--- src/rtl/pwm_shadow_pkg.sv ---
package pwm_shadow_pkg;

  typedef enum logic [2:0] {
    RK_MATCH,
    RK_LATCH,
    RK_ENABLE,
    RK_MODE,
    RK_NONE
  } reg_kind_e;

  // Address map is derived from the number of match slots.
  function automatic reg_kind_e decode_addr(input int unsigned addr,
                                            input int unsigned n_match);
    if (addr < n_match)          return RK_MATCH;
    else if (addr == n_match)    return RK_LATCH;
    else if (addr == n_match + 1) return RK_ENABLE;
    else if (addr == n_match + 2) return RK_MODE;
    else                         return RK_NONE;
  endfunction

  // Next state of a set/clear output flop; set has priority.
  function automatic logic edge_step(input logic q, input logic set_e,
                                     input logic clr_e);
    if (set_e) return 1'b1;
    if (clr_e) return 1'b0;
    return q;
  endfunction

endpackage

--- src/rtl/pwm_period_counter.sv ---
module pwm_period_counter #(
  parameter int CNT_W = 16
) (
  input  logic             clk,
  input  logic             rst_n,
  input  logic [CNT_W-1:0] period_top,
  output logic [CNT_W-1:0] cnt,
  output logic             wrap_evt
);

  assign wrap_evt = (cnt == period_top);

  always_ff @(posedge clk) begin
    if (!rst_n)        cnt <= '0;
    else if (wrap_evt) cnt <= '0;
    else               cnt <= cnt + 1'b1;
  end

  AST_CNT_STEP: assert property (@(posedge clk) disable iff (!rst_n)
    !wrap_evt |=> cnt == $past(cnt) + 1'b1);

  AST_CNT_BOUND: assert property (@(posedge clk) disable iff (!rst_n)
    cnt <= period_top);

endmodule

--- src/rtl/pwm_match_bank.sv ---
module pwm_match_bank #(
  parameter int NUM_MATCH = 4,
  parameter int CNT_W     = 16
) (
  input  logic                 clk,
  input  logic                 rst_n,
  input  logic [NUM_MATCH-1:0] val_wr,
  input  logic [CNT_W-1:0]     wr_data,
  input  logic                 latch_wr,
  input  logic [NUM_MATCH-1:0] latch_data,
  input  logic                 commit_evt,
  output logic [CNT_W-1:0]     active [NUM_MATCH]
);

  logic [CNT_W-1:0]     shadow     [NUM_MATCH];
  logic [CNT_W-1:0]     shadow_eff [NUM_MATCH];
  logic [NUM_MATCH-1:0] latch_q;
  logic [NUM_MATCH-1:0] latch_eff;
  logic [NUM_MATCH-1:0] xfer;

  // A request written on the event cycle counts before the commit.
  assign latch_eff = latch_wr ? latch_data : latch_q;

  always_ff @(posedge clk) begin
    if (!rst_n)          latch_q <= '0;
    else if (commit_evt) latch_q <= '0;   // self-clearing
    else                 latch_q <= latch_eff;
  end

  for (genvar i = 0; i < NUM_MATCH; i++) begin : g_slot
    assign shadow_eff[i] = val_wr[i] ? wr_data : shadow[i];
    assign xfer[i]       = commit_evt & latch_eff[i];

    always_ff @(posedge clk) begin
      if (!rst_n) begin
        shadow[i] <= '0;
        active[i] <= '0;
      end else begin
        shadow[i] <= shadow_eff[i];
        if (xfer[i]) active[i] <= shadow_eff[i];
      end
    end

    AST_SLOT_HOLD: assert property (@(posedge clk) disable iff (!rst_n)
      !commit_evt |=> $stable(active[i]));

    AST_SLOT_COMMIT: assert property (@(posedge clk) disable iff (!rst_n)
      (commit_evt && latch_eff[i]) |=> active[i] == $past(shadow_eff[i]));
  end

  AST_LATCH_CLEAR: assert property (@(posedge clk) disable iff (!rst_n)
    commit_evt |=> latch_q == '0);

endmodule

--- src/rtl/pwm_edge_gen.sv ---
module pwm_edge_gen #(
  parameter int NUM_MATCH = 4,
  parameter int CNT_W     = 16,
  localparam int NUM_CH   = NUM_MATCH - 1
) (
  input  logic              clk,
  input  logic              rst_n,
  input  logic [CNT_W-1:0]  cnt,
  input  logic              wrap_evt,
  input  logic [CNT_W-1:0]  active [NUM_MATCH],
  input  logic [NUM_CH-1:0] dbl_sel,
  input  logic [NUM_CH-1:0] ena,
  output logic [NUM_CH-1:0] pwm_out
);
  import pwm_shadow_pkg::*;

  for (genvar k = 0; k < NUM_CH; k++) begin : g_ch
    logic q;
    logic set_e;
    logic clr_e;
    logic hit_lo;
    logic hit_hi;

    assign hit_lo = (cnt == active[k]);
    assign hit_hi = (cnt == active[k+1]);
    assign set_e  = dbl_sel[k] ? hit_lo : wrap_evt;
    assign clr_e  = hit_hi;

    always_ff @(posedge clk) begin
      if (!rst_n) q <= 1'b0;
      else        q <= edge_step(q, set_e, clr_e);
    end

    assign pwm_out[k] = q & ena[k];

    AST_SINGLE_RISE: assert property (@(posedge clk) disable iff (!rst_n)
      (wrap_evt && !dbl_sel[k]) |=> q);

    AST_DOUBLE_FALL: assert property (@(posedge clk) disable iff (!rst_n)
      (dbl_sel[k] && hit_hi && !hit_lo) |=> !q);
  end

endmodule

--- src/rtl/pwm_shadow_timer.sv ---
module pwm_shadow_timer #(
  parameter int NUM_MATCH = 4,
  parameter int CNT_W     = 16,
  parameter int ADDR_W    = 3,
  localparam int NUM_CH   = NUM_MATCH - 1
) (
  input  logic              clk,
  input  logic              rst_n,
  input  logic              wr_en,
  input  logic [ADDR_W-1:0] wr_addr,
  input  logic [CNT_W-1:0]  wr_data,
  output logic [NUM_CH-1:0] pwm_out,
  output logic [CNT_W-1:0]  count
);
  import pwm_shadow_pkg::*;

  reg_kind_e            kind;
  logic [NUM_MATCH-1:0] val_wr;
  logic                 latch_wr;
  logic                 ena_wr;
  logic                 mode_wr;
  logic [NUM_CH-1:0]    ena_q;
  logic [NUM_CH-1:0]    dbl_q;
  logic [CNT_W-1:0]     active [NUM_MATCH];
  logic                 period_evt;

  assign kind     = decode_addr(32'(wr_addr), NUM_MATCH);
  assign latch_wr = wr_en && (kind == RK_LATCH);
  assign ena_wr   = wr_en && (kind == RK_ENABLE);
  assign mode_wr  = wr_en && (kind == RK_MODE);

  for (genvar i = 0; i < NUM_MATCH; i++) begin : g_dec
    assign val_wr[i] = wr_en && (kind == RK_MATCH) && (wr_addr == ADDR_W'(i));
  end

  // Enables and modes; channel 0 cannot be double-edge.
  always_ff @(posedge clk) begin
    if (!rst_n) begin
      ena_q <= '0;
      dbl_q <= '0;
    end else begin
      if (ena_wr)  ena_q <= wr_data[NUM_CH-1:0];
      if (mode_wr) dbl_q <= {wr_data[NUM_CH-1:1], 1'b0};
    end
  end

  pwm_period_counter #(.CNT_W(CNT_W)) u_cnt (
    .clk        (clk),
    .rst_n      (rst_n),
    .period_top (active[0]),
    .cnt        (count),
    .wrap_evt   (period_evt)
  );

  pwm_match_bank #(.NUM_MATCH(NUM_MATCH), .CNT_W(CNT_W)) u_bank (
    .clk        (clk),
    .rst_n      (rst_n),
    .val_wr     (val_wr),
    .wr_data    (wr_data),
    .latch_wr   (latch_wr),
    .latch_data (wr_data[NUM_MATCH-1:0]),
    .commit_evt (period_evt),
    .active     (active)
  );

  pwm_edge_gen #(.NUM_MATCH(NUM_MATCH), .CNT_W(CNT_W)) u_edge (
    .clk      (clk),
    .rst_n    (rst_n),
    .cnt      (count),
    .wrap_evt (period_evt),
    .active   (active),
    .dbl_sel  (dbl_q),
    .ena      (ena_q),
    .pwm_out  (pwm_out)
  );

  AST_MODE_BIT0: assert property (@(posedge clk) disable iff (!rst_n)
    mode_wr |=> !dbl_q[0]);

  AST_PERIOD_RESTART: assert property (@(posedge clk) disable iff (!rst_n)
    period_evt |=> count == '0);

endmodule

--- config.mk ---
export PLATFORM = sky130hd
export DESIGN_NAME = pwm_shadow_timer
export DESIGN_NICKNAME = d
export VERILOG_FILES = /design/src/rtl/pwm_shadow_pkg.sv /design/src/rtl/pwm_period_counter.sv /design/src/rtl/pwm_match_bank.sv /design/src/rtl/pwm_edge_gen.sv /design/src/rtl/pwm_shadow_timer.sv
export SDC_FILE = /design/constraint.sdc
export NUM_CORES = 1
export LEC_CHECK = 0
export ABC_CLOCK_PERIOD_IN_PS = 2800
export BUFFER_PORTS_ARGS = -buffer_cell sky130_fd_sc_hd__buf_2
export CAP_MARGIN = 40
export CORE_MARGIN = 4
export CORE_UTILIZATION = 60
export CTS_BUF_LIST = sky130_fd_sc_hd__clkbuf_2 sky130_fd_sc_hd__clkbuf_4 sky130_fd_sc_hd__clkbuf_8
export DETAILED_ROUTE_END_ITERATION = 8
export PLACE_DENSITY = 0.87
export RECOVER_POWER = 50
export SYNTH_ARGS = -nofsm -noshare
export SYNTH_HDL_FRONTEND = slang
export SYNTH_SLANG_ARGS = --single-unit
--- constraint.sdc ---
create_clock -name clk -period 2.8 [get_ports clk]
set_input_delay 0.14 -clock clk [delete_from_list [all_inputs] [get_ports clk]]
set_output_delay 0.14 -clock clk [all_outputs]
set_load 0.005 [all_outputs]
==> summary.md, run 1 <==
| Metric | Value |
|---|---|
| Syn Std Cell Area | `between 6000 and 7000 sq um` |
| Max Fanout on Critical Path | `7` |
| First-pass GRT wire length | `~28000 um` |
| Total of max-cap violations | `0` |
| Fin crit period | `between 2 and 3 ns` |
| FF+latch count, synth | `156` |
| F_max | `approximately 0.40 GHz` |
| Core area | `11400 sq um` |
| HP Class | `in -> reg` |
| Worst Tran Pin Value | `0.901 ns` |
| CTS Buffer Depth | `2` |
| Crit end category | `flop` |
| Die H | `116 um` |
| Routed vias/inst | `about 5.8` |
| Syn Nets | `733` |
| Worst Path Required | `3.13 ns` |
| Root Driver | `clkbuf_8` |
| Worst IR Drop VDD | `between 0.5 and 0.6 mV` |
| Slew HR | `39.9%` |
| Internal | `0.00334 W` |
| Switch share | `22.7%` |
| Crit path max-delay family | `simple AND/OR/NAND/NOR gates` |
| Seq pwr share | `a little over half` |
| Run status | `finished clean` |
| Setup-failing EPs final | `0` |
| Share of cells above drive strength 1 | `19.9%` |
| Top FF cell, synth | `dfxtp_1` |
| Clk pwr share | `43.0%` |
| Routed WL | `18100 um` |
| CTS HTree Levels | `4` |
| CP bufs+invs | `1` |
| CP Data Arrival Time | `approximately 2.8 ns` |
| Wire per inst | `slightly above 20 um` |
| CTS Buf Count | `17` |
| Vias | `5229` |
| Routability Congestion | `around 0.9` |
| Startpoint Class | `flop` |
| Commonest non-fill, non-tap cells in the layout | `dfxtp_1 (156), nand2_1 (136), and2_1 (67)` |
| Clock transition at path regs | `0.08 ns` |
| Layout area overhead | `8.29%` |
| Critical Path Slowest Stage Cell | `nor4_1` |
| Post-Syn Instances | `710` |
| Clk_skew | `0.0142 ns` |
| Setup Fix Bufs, Post-CTS | `0` |
| Fin nets | `about 760` |
| Hold Buf Count CTS | `0` |
| Final Power | `0.00432 W` |
| Global-route usage over all layers | `roughly 28%` |
| CTS tree | `done` |
| IO Pins | `41` |
| Antenna viol nets, final | `0` |
| Crit path cell chain | `clkbuf_1 > nand2_1 > nor4_1 > nand3_1 > xor2_1 > nor2_1` |
| Post-synthesis sequential area ratio | `44.9%` |
| Kind of critical path | `reg -> reg` |
| Max incr delay on CP | `0.71 ns` |
| Initial Utilization | `61.2%` |
| Clock latency on the worst-skew pair | `0.46 ns` |
| Power share of the combinational group | `roughly 4.7%` |
| Async set-reset flop share out of synthesis | `0%` |
| IO buf count | `40` |
| Sw power | `0.000982 W` |
| YS warnings | `0` |
| Design area | `7540 sq um` |
| PostCTS Resize Cnt | `0` |
| Initial drt markers | `around 420` |
| GR Overflow Total | `0` |
| Initial antenna violation count | `0` |
| Final Cycle Share | `89.5%` |
| Inserted Diodes | `0` |
| Setup TNS | `0 ns` |
| Drt drc | `0` |
| Slew Limit Fails | `0` |
| DIE AREA | `13400 sq um` |
| Largest net degree at the start of global routing | `70` |
| Syn_area_per_cell | `9.80 sq um` |
| Sink Count | `156` |
| Vias in the first global route | `~5200` |
| Post-synth EDFFs | `0` |
| 1st-pass router iterations | `5` |
| P_leak | `around 3.2 nW` |
| Die W | `roughly 120 um` |
| Power density over the cells | `573 nW/um^2` |
| Dpl hpwl | `11800 um` |
| Placed inst area | `7160 sq um` |
| Commonest non-fill, non-tap cell in the layout | `dfxtp_1` |
| Row count | `39` |
| Hold Fails Final Rpt | `0` |
| Distinct cell type count after synthesis | `39` |
| RSZ-0062 raised after global routing | `false` |
[path summary, 6_finish.rpt]
check	start	slack, ns	depth (start not counted)	to
setup reg to reg	u_cnt.cnt[3]	0.29	6	u_cnt.cnt[13]
hold reg to reg	u_bank.shadow[1][1]	0.46	2	u_bank.shadow[1][1]
hold / removal	wr_data[5]	0.01	3	u_bank.shadow[2][5]
setup / recovery	u_cnt.cnt[3]	0.29	6	u_cnt.cnt[13]
[routing by layer]
metal	global-route usage [%]	wire length, um
met5	0	0
met4	15.2	954
met3	7.10	1730
met2	42.3	8140
met1	36.9	7240
[state kept, by name, summed over array words and instances (netlist names)]
register / count
u_bank.latch_q: 4
u_edge.g_ch.q: 3
dbl_q: 2
u_bank.active: 64
ena_q: 3
u_bank.shadow: 64
u_cnt.cnt: 16
[Yosys cell counts, types with 2 or more instances]
library cell	instances	area (sq um)
nand3_1	9	45.0
nor4_1	10	62.6
and2_1	69	432
clkbuf_8	2	27.5
xor2_1	52	455
dfxtp_1	156	3120
nand2_1	136	510
nor2_8	4	80.1
buf_2	6	30.0
buf_12	4	80.1
or3_1	2	12.5
buf_6	5	56.3
nor2_1	24	90.1
nor4_2	4	50.1
mux2i_1	10	100
a21oi_1	66	330
buf_4	3	22.5
mux2_4	40	601
and3_1	5	31.3
mux2_2	24	270
nor2b_1	4	25.0
nor3_1	3	15.0
nand4_1	9	56.3
dlygate4sd1_1	2	17.5
clkbuf_1	24	90.1
xor2_2	3	48.8
xnor2_1	22	193
[layout make-up]
class | instances | area (sq um)
well taps | 143 | 179
inverters | 2 | 7.51
clock inverters | 10 | 165
multi-input cells | 505 | 3500
clock buffers | 22 | 278
flip-flops and latches | 156 | 3120
fillers | 870 | 3830
repair buffers | 58 | 287
[worst reg2reg max path, cell delays in order (launching register included)]
cell and delay, ns:
dfxtp_1 0.36, clkbuf_1 0.57, nand2_1 0.29, nor4_1 0.72
nand3_1 0.20, xor2_1 0.21, nor2_1 0.05
[power groups by stage]
stage	clock (W)	sequential [W]	combinational, W
after global routing	0.00196	0.00226	0.000217
after floorplan	0	0.00230	0.000121
after global placement	0	0.00231	0.000191
final	0.00186	0.00226	0.000204
after CTS	0.00186	0.00226	0.000200
after detailed placement	0	0.00231	0.000199
[cells by family after synthesis]
family / after synthesis / synth area share, %
buffers and inverters: 49 / 4.94
DFF: 156 / 44.9
AOI/OAI and AO/OA: 69 / 5.05
and+or+nand+nor: 284 / 21.0
adders and majority gates: 1 / 0.180
xor gates and xnor gates: 77 / 10.0
muxes: 74 / 13.9
[through the flow]
| stage | hold slack [ns] | instances | setup WS, ns | util (%) |
|---|---|---|---|---|
| floorplan | 0.284 | 710 | 0.634 | - |
| global placement | 0.443 | 864 | 0.592 | 62.9 |
| detailed placement | 0.448 | 864 | 0.507 | 62.9 |
| CTS | 0.00126 | 896 | 0.497 | 66.8 |
| global route | 0.00741 | 896 | 0.196 | 66.3 |
| finish | 0.0148 | 896 | 0.293 | 66.3 |
Note: power is estimated with default switching activity, not from simulation.
==> run 2, diff against run 1 <==
--- a/config.mk
+++ b/config.mk
@@ -12,6 +12,7 @@
 export CORE_UTILIZATION = 60
 export CTS_BUF_LIST = sky130_fd_sc_hd__clkbuf_2 sky130_fd_sc_hd__clkbuf_4 sky130_fd_sc_hd__clkbuf_8
 export DETAILED_ROUTE_END_ITERATION = 8
+export MAX_ROUTING_LAYER = met4
 export PLACE_DENSITY = 0.87
 export RECOVER_POWER = 50
 export SYNTH_ARGS = -nofsm -noshare
==> run 2 against run 1 <==
Count of clock-buffer cells in the layout unchanged. Fmax decreased by 0.66%. Global-route usage up 0.91 points. Clock skew decreased by 0.00092 ns. Combinational power is essentially flat. Largest cell class unchanged.
==> summary.md, run 2 (same netlist as run 1, synthesis figures left out) <==
| Metric | Value |
|---|---|
| Run status | `finished clean` |
| Layout area overhead | `8.29%` |
| Root Driver | `clkbuf_8` |
| Row count | `39` |
| Commonest non-fill, non-tap cell in the layout | `dfxtp_1` |
| Slew Limit Fails | `0` |
| Die H | `116 um` |
| Initial antenna violation count | `0` |
| CTS tree | `done` |
| CP Data Arrival Time | `2.86 ns` |
| Kind of critical path | `reg -> reg` |
| Max Fanout on Critical Path | `7` |
| Initial drt markers | `458` |
| IO buf count | `40` |
| Sink Count | `156` |
| P_leak | `3.15 nW` |
| Total of max-cap violations | `0` |
| Routed vias/inst | `around 6` |
| Commonest non-fill, non-tap cells in the layout | `dfxtp_1 (156), nand2_1 (136), and2_1 (67)` |
| Met2 GRT Util | `a little over two fifths` |
| Vias in the first global route | `5223` |
| HP Class | `in -> reg` |
| Met3 usage | `~7.2%` |
| CTS Buf Count | `17` |
| Setup-failing EPs final | `0` |
| Final Power | `around 0.0043 W` |
| Reg2Reg Launch Point | `u_cnt.cnt[3]` |
| Inserted Diodes | `0` |
| Setup TNS | `0 ns` |
| Largest registers | `u_bank.active: 64 flops, u_bank.shadow: 64 flops, u_cnt.cnt: 16 flops` |
| DIE AREA | `13400 sq um` |
| Hold Buf Count CTS | `0` |
| Slew HR | `40.7%` |
| Die W | `116 um` |
| Global-route usage over all layers | `between 20% and 30%` |
| Worst Path Required | `3.13 ns` |
| CTS HTree Levels | `4` |
| IO Pins | `41` |
| Worst Tran Pin Value | `0.890 ns` |
| Clock latency on the worst-skew pair | `0.46 ns` |
| Share of cells above drive strength 1 | `between 15 and 20%` |
| RSZ-0062 raised after global routing | `false` |
| Fin nets | `763` |
| Crit end category | `flop` |
| Wire per inst | `20.2 um` |
| PostCTS Resize Cnt | `0` |
| Core area | `11400 sq um` |
| Drt drc | `0` |
| F_max | `between 0.3 and 0.4 GHz` |
| Routed WL | `18100 um` |
| Largest net degree at the start of global routing | `70` |
| Grt peak-use layer | `met2` |
| Crit path cell chain | `clkbuf_1 > nand2_1 > nor4_1 > nand3_1 > xor2_1 > nor2_1` |
| Setup Fix Bufs, Post-CTS | `0` |
| Critical R2R Capture | `u_cnt.cnt[13]` |
| Worst Setup SP | `u_cnt.cnt[3]` |
| Critical Path Slowest Stage Cell | `nor4_1` |
| Final Cycle Share | `90.1%` |
| Fin util | `66.3%` |
| First-pass GRT wire length | `around 28000 um` |
| Clk_skew | `0.0133 ns` |
| Hold Fails Final Rpt | `0` |
| Routability Congestion | `0.934` |
| CTS Buffer Depth | `2` |
| Clock transition at path regs | `0.08 ns` |
| Fin crit period | `2.52 ns` |
| Vias | `5234` |
| Critical path endpoint | `u_cnt.cnt[13]` |
| Startpoint Class | `flop` |
| Power density over the cells | `573 nW/um^2` |
| Antenna viol nets, final | `0` |
| Met1 Use GR | `37.1%` |
| Max incr delay on CP | `0.71 ns` |
| Flop2flop setup slack | `0.28 ns` |
| CP bufs+invs | `1` |
| 1st-pass router iterations | `5` |
| Register-to-Register Path Depth | `6` |
| GR Overflow Total | `0` |
| Worst IR Drop VDD | `0.538 mV` |
| Dpl hpwl | `between 10000 and 15000 um` |
| Crit path max-delay family | `simple AND/OR/NAND/NOR gates` |
| Initial Utilization | `61.2%` |
| Stages on worst setup path | `6` |
## run 2: cell counts in the layout (fill, tap and decap cells not counted)
Identical to the previous run, type by type.
## run 2: layer usage
layer | up-vias | share of wire (%)
met5 | - | 0
met4 | 0 | 5.6
met3 | 80 | 10
met2 | 267 | 45
met1 | 2503 | 40
li1 | 2384 | -
## run 2: power by group
group,internal [W],leakage (nW),switching [W]
Sequential,0.00224,1.26,0.0000132
Clock,0.00104,0.217,0.000823
Combinational,0.0000564,1.68,0.000147
Total,0.00334,3.15,0.000983
## run 2: cell type report
| cell class | count | area (sq um) |
|---|---|---|
| fillers | 870 | 3830 |
| repair buffers | 58 | 287 |
| clock inverters | 10 | 165 |
| well taps | 143 | 179 |
| clock buffers | 22 | 278 |
| inverters | 2 | 7.51 |
| flip-flops and latches | 156 | 3120 |
| multi-input cells | 505 | 3500 |
## run 2: worst min path at each step
| stage | startpoint | cells after the start | slack, ns | endpoint |
|---|---|---|---|---|
| floorplan | wr_data[1] | 2 | 0.28 | dbl_q[1] |
| global placement | u_bank.shadow[3][0] | 2 | 0.44 | u_bank.shadow[3][0] |
| detailed placement | u_bank.shadow[1][3] | 2 | 0.45 | u_bank.shadow[1][3] |
| CTS | wr_data[5] | 3 | 0.001 | u_bank.shadow[2][5] |
| global route | wr_data[5] | 3 | 0.005 | u_bank.shadow[2][5] |
| finish | wr_data[5] | 3 | 0.02 | u_bank.shadow[2][5] |
## run 2: worst reg2reg max path, cell delays in order (launching register included)
cell and delay (ns):
dfxtp_1 0.36, clkbuf_1 0.59, nand2_1 0.29, nor4_1 0.71, nand3_1 0.20, xor2_1 0.21
nor2_1 0.05
## run 2: per-stage QoR
step	instances	setup WS [ns]	hold WS [ns]	instance area (sq um)
after floorplan	710	0.634	0.284	6960
after global placement	864	0.592	0.443	7160
after detailed placement	864	0.507	0.448	7160
after CTS	896	0.497	0.00126	7600
after global routing	896	0.195	0.00492	7540
final	896	0.276	0.0215	7540
